<file path="config.mk">
export PLATFORM = sky130hd
export DESIGN_NAME = atm_cell_delin
export DESIGN_NICKNAME = d
export VERILOG_FILES = /design/src/rtl/atm_cd_pkg.sv /design/src/rtl/atm_cd_hec_win.sv /design/src/rtl/atm_cd_hunt_fsm.sv /design/src/rtl/atm_cd_dp_track.sv /design/src/rtl/atm_cell_delin.sv
export SDC_FILE = /design/constraint.sdc
export NUM_CORES = 1
export LEC_CHECK = 0
export ABC_AREA = 0
export CAP_MARGIN = 15
export CORE_MARGIN = 1.5
export CORE_UTILIZATION = 35
export CTS_CLUSTER_SIZE = 8
export DETAILED_ROUTE_END_ITERATION = 10
export GPL_TIMING_DRIVEN = 0
export PLACE_DENSITY = 0.52
export SYNTH_ARGS = -nofsm -noshare
export SYNTH_HDL_FRONTEND = slang
export SYNTH_SLANG_ARGS = --single-unit
</file>
<file path="constraint.sdc">
create_clock -name clk_i -period 4.7 [get_ports clk_i]
set_clock_uncertainty 0.15 [all_clocks]
set_input_delay 1.175 -clock clk_i [delete_from_list [all_inputs] [get_ports clk_i]]
set_output_delay 1.175 -clock clk_i [all_outputs]
set_load 0.02 [all_outputs]
</file>
<file path="src/rtl/atm_cd_pkg.sv">
package atm_cd_pkg;
  localparam int CELL_LEN = 53;
  localparam int HDR_LEN  = 4;

  typedef enum logic [1:0] {
    ST_HUNT    = 2'd0,
    ST_PRESYNC = 2'd1,
    ST_SYNC    = 2'd2
  } cd_state_e;

  // CRC-8, x^8+x^2+x+1, msb first
  function automatic logic [7:0] crc8_byte(input logic [7:0] c_in, input logic [7:0] d);
    logic [7:0] c;
    c = c_in ^ d;
    for (int b = 0; b < 8; b++) begin
      c = c[7] ? ((c << 1) ^ 8'h07) : (c << 1);
    end
    return c;
  endfunction
endpackage

</file>
<file path="src/rtl/atm_cd_hec_win.sv">
module atm_cd_hec_win #(
  parameter int         HDR_LEN = 4,
  parameter logic [7:0] COSET   = 8'h55
) (
  input  logic       clk_i,
  input  logic       rst_ni,
  input  logic       valid_i,
  input  logic [7:0] byte_i,
  input  logic       coset_en_i,
  input  logic       skip_first_i,
  input  logic       hec6_i,
  output logic       hec_ok_o
);
  import atm_cd_pkg::*;

  localparam int FILL_W = $clog2(HDR_LEN + 1);
  localparam logic [FILL_W-1:0] FILL_FULL = FILL_W'(HDR_LEN);

  // win_q[0] oldest, win_q[HDR_LEN-1] newest
  logic [HDR_LEN-1:0][7:0] win_q;
  logic [HDR_LEN-1:0][7:0] win_m;
  logic [FILL_W-1:0]       fill_q;
  logic [7:0]              crc_v, exp_v, diff_v, mask_v;

  always_ff @(posedge clk_i or negedge rst_ni) begin
    if (!rst_ni) begin
      win_q  <= '0;
      fill_q <= '0;
    end else if (valid_i) begin
      if (HDR_LEN > 1) win_q <= {byte_i, win_q[HDR_LEN-1:1]};
      else             win_q <= byte_i;
      if (fill_q != FILL_FULL) fill_q <= fill_q + 1'b1;
    end
  end

  for (genvar i = 0; i < HDR_LEN; i++) begin : g_mask
    if (i == 0) begin : g_first
      assign win_m[i] = skip_first_i ? 8'h00 : win_q[i];
    end else begin : g_rest
      assign win_m[i] = win_q[i];
    end
  end

  always_comb begin
    crc_v = 8'h00;
    for (int i = 0; i < HDR_LEN; i++) crc_v = crc8_byte(crc_v, win_m[i]);
    exp_v    = crc_v ^ (coset_en_i ? COSET : 8'h00);
    diff_v   = exp_v ^ byte_i;
    mask_v   = hec6_i ? 8'h3F : 8'hFF;
    hec_ok_o = (fill_q == FILL_FULL) && ((diff_v & mask_v) == 8'h00);
  end
endmodule

</file>
<file path="src/rtl/atm_cd_hunt_fsm.sv">
module atm_cd_hunt_fsm #(
  parameter int CELL_LEN = 53,
  parameter int HDR_LEN  = 4,
  parameter int DELTA_W  = 4
) (
  input  logic               clk_i,
  input  logic               rst_ni,
  input  logic               valid_i,
  input  logic               hec_ok_i,
  input  logic [DELTA_W-1:0] delta_i,
  input  logic               ocd_i,
  output logic [1:0]         state_o,
  output logic               upd_o
);
  import atm_cd_pkg::*;

  localparam int POS_W = $clog2(CELL_LEN);
  localparam logic [POS_W-1:0] HEC_POS   = POS_W'(HDR_LEN);
  localparam logic [POS_W-1:0] POS_AFTER = POS_W'(HDR_LEN + 1);
  localparam logic [POS_W-1:0] POS_LAST  = POS_W'(CELL_LEN - 1);

  cd_state_e          state_q, state_d;
  logic [POS_W-1:0]   pos_q, pos_d;
  logic [DELTA_W-1:0] cnt_q, cnt_d;
  logic [DELTA_W:0]   cnt_inc;
  logic               at_hec;

  assign at_hec  = (pos_q == HEC_POS);
  assign cnt_inc = {1'b0, cnt_q} + 1'b1;

  always_comb begin
    state_d = state_q;
    pos_d   = pos_q;
    cnt_d   = cnt_q;
    upd_o   = 1'b0;
    if (valid_i) begin
      pos_d = (pos_q == POS_LAST) ? '0 : pos_q + 1'b1;
      unique case (state_q)
        ST_HUNT: begin
          if (hec_ok_i) begin
            pos_d   = POS_AFTER;
            cnt_d   = DELTA_W'(1);
            state_d = (delta_i <= DELTA_W'(1)) ? ST_SYNC : ST_PRESYNC;
          end
        end
        ST_PRESYNC: begin
          if (at_hec) begin
            if (!hec_ok_i) begin
              state_d = ST_HUNT;
            end else begin
              cnt_d = cnt_inc[DELTA_W-1:0];
              if (cnt_inc >= {1'b0, delta_i}) state_d = ST_SYNC;
            end
          end
        end
        ST_SYNC: begin
          if (at_hec) begin
            if (!hec_ok_i)  state_d = ST_HUNT;
            else if (ocd_i) upd_o   = 1'b1;
          end
        end
        default: state_d = ST_HUNT;
      endcase
    end
  end

  always_ff @(posedge clk_i or negedge rst_ni) begin
    if (!rst_ni) begin
      state_q <= ST_HUNT;
      pos_q   <= '0;
      cnt_q   <= '0;
    end else begin
      state_q <= state_d;
      pos_q   <= pos_d;
      cnt_q   <= cnt_d;
    end
  end

  assign state_o = state_q;
endmodule

</file>
<file path="src/rtl/atm_cd_dp_track.sv">
module atm_cd_dp_track #(
  parameter int CELL_LEN = 53,
  parameter int HDR_LEN  = 4,
  parameter int DELTA_W  = 4,
  parameter int OCD_BAD  = 7
) (
  input  logic               clk_i,
  input  logic               rst_ni,
  input  logic               valid_i,
  input  logic               hec_ok_i,
  input  logic [DELTA_W-1:0] delta_i,
  input  logic               upd_i,
  output logic               soc_o,
  output logic               discard_o,
  output logic               ocd_o,
  output logic               cocd_o
);
  localparam int POS_W = $clog2(CELL_LEN);
  localparam int BAD_W = $clog2(OCD_BAD + 1);
  localparam logic [POS_W-1:0]   HEC_POS   = POS_W'(HDR_LEN);
  localparam logic [POS_W-1:0]   POS_AFTER = POS_W'(HDR_LEN + 1);
  localparam logic [POS_W-1:0]   POS_LAST  = POS_W'(CELL_LEN - 1);
  localparam logic [BAD_W-1:0]   BAD_LIM   = BAD_W'(OCD_BAD);
  localparam logic [DELTA_W-1:0] GOOD_MAX  = '1;

  logic [POS_W-1:0]   pos_q, pos_d;
  logic [BAD_W-1:0]   bad_q, bad_d;
  logic [DELTA_W-1:0] good_q, good_d;
  logic [DELTA_W:0]   good_inc;
  logic               ocd_q, ocd_d, cocd_q, cocd_d, disc_q, disc_d;

  assign soc_o    = valid_i && (pos_q == '0);
  assign good_inc = {1'b0, good_q} + 1'b1;

  always_comb begin
    pos_d  = pos_q;
    bad_d  = bad_q;
    good_d = good_q;
    ocd_d  = ocd_q;
    disc_d = disc_q;
    cocd_d = 1'b0;
    if (valid_i) begin
      if (soc_o) disc_d = ocd_q;
      if (upd_i) begin
        pos_d  = POS_AFTER;
        ocd_d  = 1'b0;
        cocd_d = (pos_q != HEC_POS);
        bad_d  = '0;
        good_d = '0;
      end else begin
        pos_d = (pos_q == POS_LAST) ? '0 : pos_q + 1'b1;
        if (pos_q == HEC_POS) begin
          if (hec_ok_i) begin
            bad_d = '0;
            if (good_q != GOOD_MAX) good_d = good_inc[DELTA_W-1:0];
            if (ocd_q && (good_inc >= {1'b0, delta_i})) ocd_d = 1'b0;
          end else begin
            good_d = '0;
            if (bad_q != BAD_LIM) bad_d = bad_q + 1'b1;
            if ((bad_q + 1'b1) >= BAD_LIM) ocd_d = 1'b1;
          end
        end
      end
    end
  end

  always_ff @(posedge clk_i or negedge rst_ni) begin
    if (!rst_ni) begin
      pos_q  <= '0;
      bad_q  <= '0;
      good_q <= '0;
      ocd_q  <= 1'b1;
      cocd_q <= 1'b0;
      disc_q <= 1'b1;
    end else begin
      pos_q  <= pos_d;
      bad_q  <= bad_d;
      good_q <= good_d;
      ocd_q  <= ocd_d;
      cocd_q <= cocd_d;
      disc_q <= disc_d;
    end
  end

  // a cell's fate is fixed at its first byte
  assign discard_o = valid_i && (soc_o ? ocd_q : disc_q);
  assign ocd_o     = ocd_q;
  assign cocd_o    = cocd_q;
endmodule

</file>
<file path="src/rtl/atm_cell_delin.sv">
module atm_cell_delin #(
  parameter int         CELL_LEN = atm_cd_pkg::CELL_LEN,
  parameter int         HDR_LEN  = atm_cd_pkg::HDR_LEN,
  parameter int         DELTA_W  = 4,
  parameter int         OCD_BAD  = 7,
  parameter logic [7:0] COSET    = 8'h55
) (
  input  logic               clk_i,
  input  logic               rst_ni,
  input  logic               valid_i,
  input  logic [7:0]         byte_i,
  input  logic [DELTA_W-1:0] delta_i,
  input  logic               coset_en_i,
  input  logic               skip_first_i,
  input  logic               hec6_i,
  output logic [1:0]         state_o,
  output logic               soc_o,
  output logic               ocd_o,
  output logic               cocd_o,
  output logic               discard_o
);
  logic               hec_ok, upd, ocd;
  logic [DELTA_W-1:0] delta_eff;

  assign delta_eff = (delta_i == '0) ? DELTA_W'(1) : delta_i;

  atm_cd_hec_win #(.HDR_LEN(HDR_LEN), .COSET(COSET)) u_win (
    .clk_i, .rst_ni, .valid_i, .byte_i,
    .coset_en_i, .skip_first_i, .hec6_i,
    .hec_ok_o (hec_ok)
  );

  atm_cd_hunt_fsm #(.CELL_LEN(CELL_LEN), .HDR_LEN(HDR_LEN), .DELTA_W(DELTA_W)) u_fsm (
    .clk_i, .rst_ni, .valid_i,
    .hec_ok_i (hec_ok),
    .delta_i  (delta_eff),
    .ocd_i    (ocd),
    .state_o,
    .upd_o    (upd)
  );

  atm_cd_dp_track #(.CELL_LEN(CELL_LEN), .HDR_LEN(HDR_LEN), .DELTA_W(DELTA_W),
                    .OCD_BAD(OCD_BAD)) u_dp (
    .clk_i, .rst_ni, .valid_i,
    .hec_ok_i (hec_ok),
    .delta_i  (delta_eff),
    .upd_i    (upd),
    .soc_o, .discard_o,
    .ocd_o    (ocd),
    .cocd_o
  );

  assign ocd_o = ocd;
endmodule

</file>
==> run summary <==
vias in the first global route -> 3,243
most frequent cells after synthesis -> dfrtp_1 (61), xnor2_1 (46), mux2_2 (34)
cts hold-fix bufs -> 0
Residual DRC -> 0
worst vdd ir -> 0.378 mV
vias per cell -> 5.01
post-synthesis sequential area ratio -> 35.8%
CTS tree -> built
first-pass GRT wire length -> 16,600 um
Crit path top cell by count -> clkdlybuf4s50_1
PortBufs -> 23
Post-Place Cells -> 607
CP required -> 3.38 ns
Tightest Pin Transition -> 0.835 ns
Max-cap violations -> 0
outcome -> completed
most frequent cell after synthesis -> dfrtp_1
YS warnings -> 0
CP bufs+invs -> 3
kind of critical path -> in -> out
Arrival @ worst endpoint -> 3.28 ns
minimum clock period -> 4.60 ns
Iteration-0 DRC Markers -> 139
Final Non-Filler Cells -> 638
Clk Latency, worst-skew pair -> 0.33 ns
syn nets -> 453
#FFs+latches synth -> 63
Final Routed Wirelength -> 9780 um
total CTS buffers -> 9
Initial Utilization -> 36.3%
Cell Area, Synth -> 4410 um^2
detailed placement HPWL -> 6890 um
drt first pass iters -> 4
f_max -> 217 MHz
Final ANT Viol Nets -> 0
asr flop ratio synth -> 100%
worst path cell trace -> clkdlybuf4s50_1 -> buf_2 -> and2_1 -> clkdlybuf4s50_1
initial antenna violation count -> 0
CP max stage cell -> clkdlybuf4s50_1
Crit Path Max Fanout -> 19
cells after synthesis -> 416
Top-Level Pins -> 24
layout cells sized above 1 -> 24.0%
Most used DFF post-synth -> dfrtp_1
largest net degree at the start of global routing -> 64
final slew viol count -> 0
Setup TNS -> 0 ns
Synth cell types -> 59
Hold Path Class -> reg -> reg
fin crit share -> 98.0%
Critical Path End Type -> primary output
Multi-input gate area -> 2840 um^2
final hold viol count -> 0
final setup vio count -> 0
worst rel slew slack -> 44.4%
DR WL/cell -> 15.3 um
GR Util All Layers -> 16.4%
nets@finish -> 502
Die ar. -> 13,300 um^2
Fillers -> 1,139
# clock sinks -> 63
n_diodes -> 0
total core area -> 12,200 um^2
Core Rows -> 40
largest area contributor in the netlist -> dfrtp_1
H-tree depth -> 3
GP Congestion -> 0.814
Synth area leaders -> dfrtp_1 (35%), xnor2_1 (9.1%), mux2_2 (8.7%)
Power Density -> 788 nW/um^2
pre-CTS WS -> -1.07 ns
number of enable flip-flop cells after synthesis -> 0
Die Ht -> 115 um
CP top delay family -> buffers and inverters
nature of the critical path startpoint -> input pin
CTS max path bufs -> 2
Die X -> 115 um
Synth top area share -> 34.6%
clk root buf -> clkbuf_16
Syn Area/Cell -> 10.6 um^2
post-layout util -> 44.4%
via count -> 3,198
LEAKAGE -> 2.40 nW
GRT overflow -> 0
Critical Path Max Stage Delay -> 0.79 ns
Worst-path clk slew -> 0.05 ns
final setup margin -> 0.0953 ns
Synth-to-Final Area Change -> 22.5%
Register Area -> 1580 um^2
layout make-up:
class                   count  share of cell area (%)
plain buffers              11                    1.13
flip-flops and latches     63                    29.2
multi-input cells         319                    52.5
clock buffers              16                    5.21
repair buffers             41                    6.65
well taps                 168                    3.89
inverters                  20                    1.39
final timing paths:
path / start / endpoint / slack, ns / depth (start not counted)
min: u_dp.disc_q / u_dp.disc_q / 0.31 / 2
max reg2reg: u_win.win_q[6] / u_fsm.cnt_q[3] / 0.52 / 13
max in group asynchronous: rst_ni / u_dp.good_q[3] / 3.06 / 1
min reg2reg: u_dp.disc_q / u_dp.disc_q / 0.31 / 2
max: valid_i / discard_o / 0.1 / 4
min in group asynchronous: rst_ni / u_win.win_m[8] / 0.80 / 1
per-stage QoR:
step | hold WS (ns) | total power, W | instance area (um^2)
2_1_floorplan | 0.290 | 0.00268 | 4420
3_3_place_gp | 0.304 | 0.00301 | 4860
3_5_place_dp | 0.306 | 0.00303 | 4860
4_1_cts | 0.314 | 0.00406 | 5320
5_1_grt | 0.337 | 0.00457 | 5400
6_report | 0.315 | 0.00426 | 5400
routing by layer:
| metal | vias to the layer above | global-route usage (%) | wire length [um] |
|---|---|---|---|
| met5 | - | 0 | 0 |
| met4 | 0 | 6.83 | 138 |
| met3 | 9 | 3.16 | 338 |
| met2 | 55 | 24.0 | 4160 |
| met1 | 1564 | 23.8 | 5140 |
| li1 | 1570 | - | - |
worst register-to-register path, delay by kind of cell (launching register included):
family | cells | cell delay (ns)
DFF | 1 | 0.47
xor gates and xnor gates | 5 | 1.22
AOI/OAI and AO/OA | 1 | 0.25
muxes | 2 | 0.40
and+or+nand+nor | 3 | 1.26
buffers and inverters | 2 | 0.34
flip-flops by register name, summed over array words and instances, names as in the netlist:
name and count:
u_win.win_m 24, u_win.win_q 8, u_dp.pos_q 6, u_fsm.pos_q 6, u_dp.good_q 4, u_fsm.cnt_q 4, u_dp.bad_q 3, u_win.fill_q 3
u_fsm.state_o 2, u_dp.cocd_o 1, u_dp.disc_q 1, u_dp.ocd_o 1
power by group:
part | total, W | internal, W | switching (W) | leakage [nW]
Clock | 0.000633 | 0.000401 | 0.000232 | 0.137
Combinational | 0.00284 | 0.00158 | 0.00126 | 1.51
Sequential | 0.000784 | 0.000652 | 0.000131 | 0.754
Total | 0.00426 | 0.00263 | 0.00162 | 2.40
layout by cell type (no fill, tap or decap), types with 3 or more instances in the layout:
| cell type | instances |
|---|---|
| xor2_1 | 13 |
| a21o_1 | 3 |
| xnor3_2 | 4 |
| buf_4 | 19 |
| o211ai_1 | 4 |
| xor2_2 | 3 |
| o2bb2ai_1 | 4 |
| and3_1 | 5 |
| o22ai_1 | 4 |
| nand4_1 | 3 |
| inv_1 | 19 |
| clkdlybuf4s50_1 | 20 |
| nor2_2 | 3 |
| a31oi_1 | 4 |
| ha_1 | 19 |
| xnor3_1 | 9 |
| nor2b_1 | 8 |
| a22o_1 | 3 |
| nand2b_1 | 4 |
| or3_1 | 5 |
| mux2_2 | 34 |
| a21oi_1 | 12 |
| clkbuf_16 | 9 |
| nor3_1 | 5 |
| buf_2 | 5 |
| xnor2_2 | 13 |
| a211oi_1 | 3 |
| dfrtp_1 | 61 |
| nand3_1 | 11 |
| xnor2_1 | 38 |
| o21ai_0 | 16 |
| clkbuf_1 | 6 |
| nor2_1 | 22 |
| nand2_1 | 28 |
| clkbuf_8 | 3 |
what timing repair did:
item | in CTS | in global routing
setup endpoints to repair | 28 | 14
hold endpoints to repair | 0 | 0
pin swaps | 10 | 8
setup buffers | 12 | 5
cloned | 1 | 0
gates resized for setup | 22 | 9
cell families (layout without fill, tap and decap cells):
kind of cell	count (synthesis)	count (layout)	share of synthesized area (%)
AND/OR/NAND/NOR	109	109	12.4
XOR/XNOR	85	85	23.4
adder cells (fa/ha/maj)	19	19	5.39
multiplexers	37	37	9.56
flip-flops	63	63	35.8
AO/OA/AOI/OAI	69	69	10.4
buffers and inverters	34	88	3.04
(Power assumes the default switching activity.)
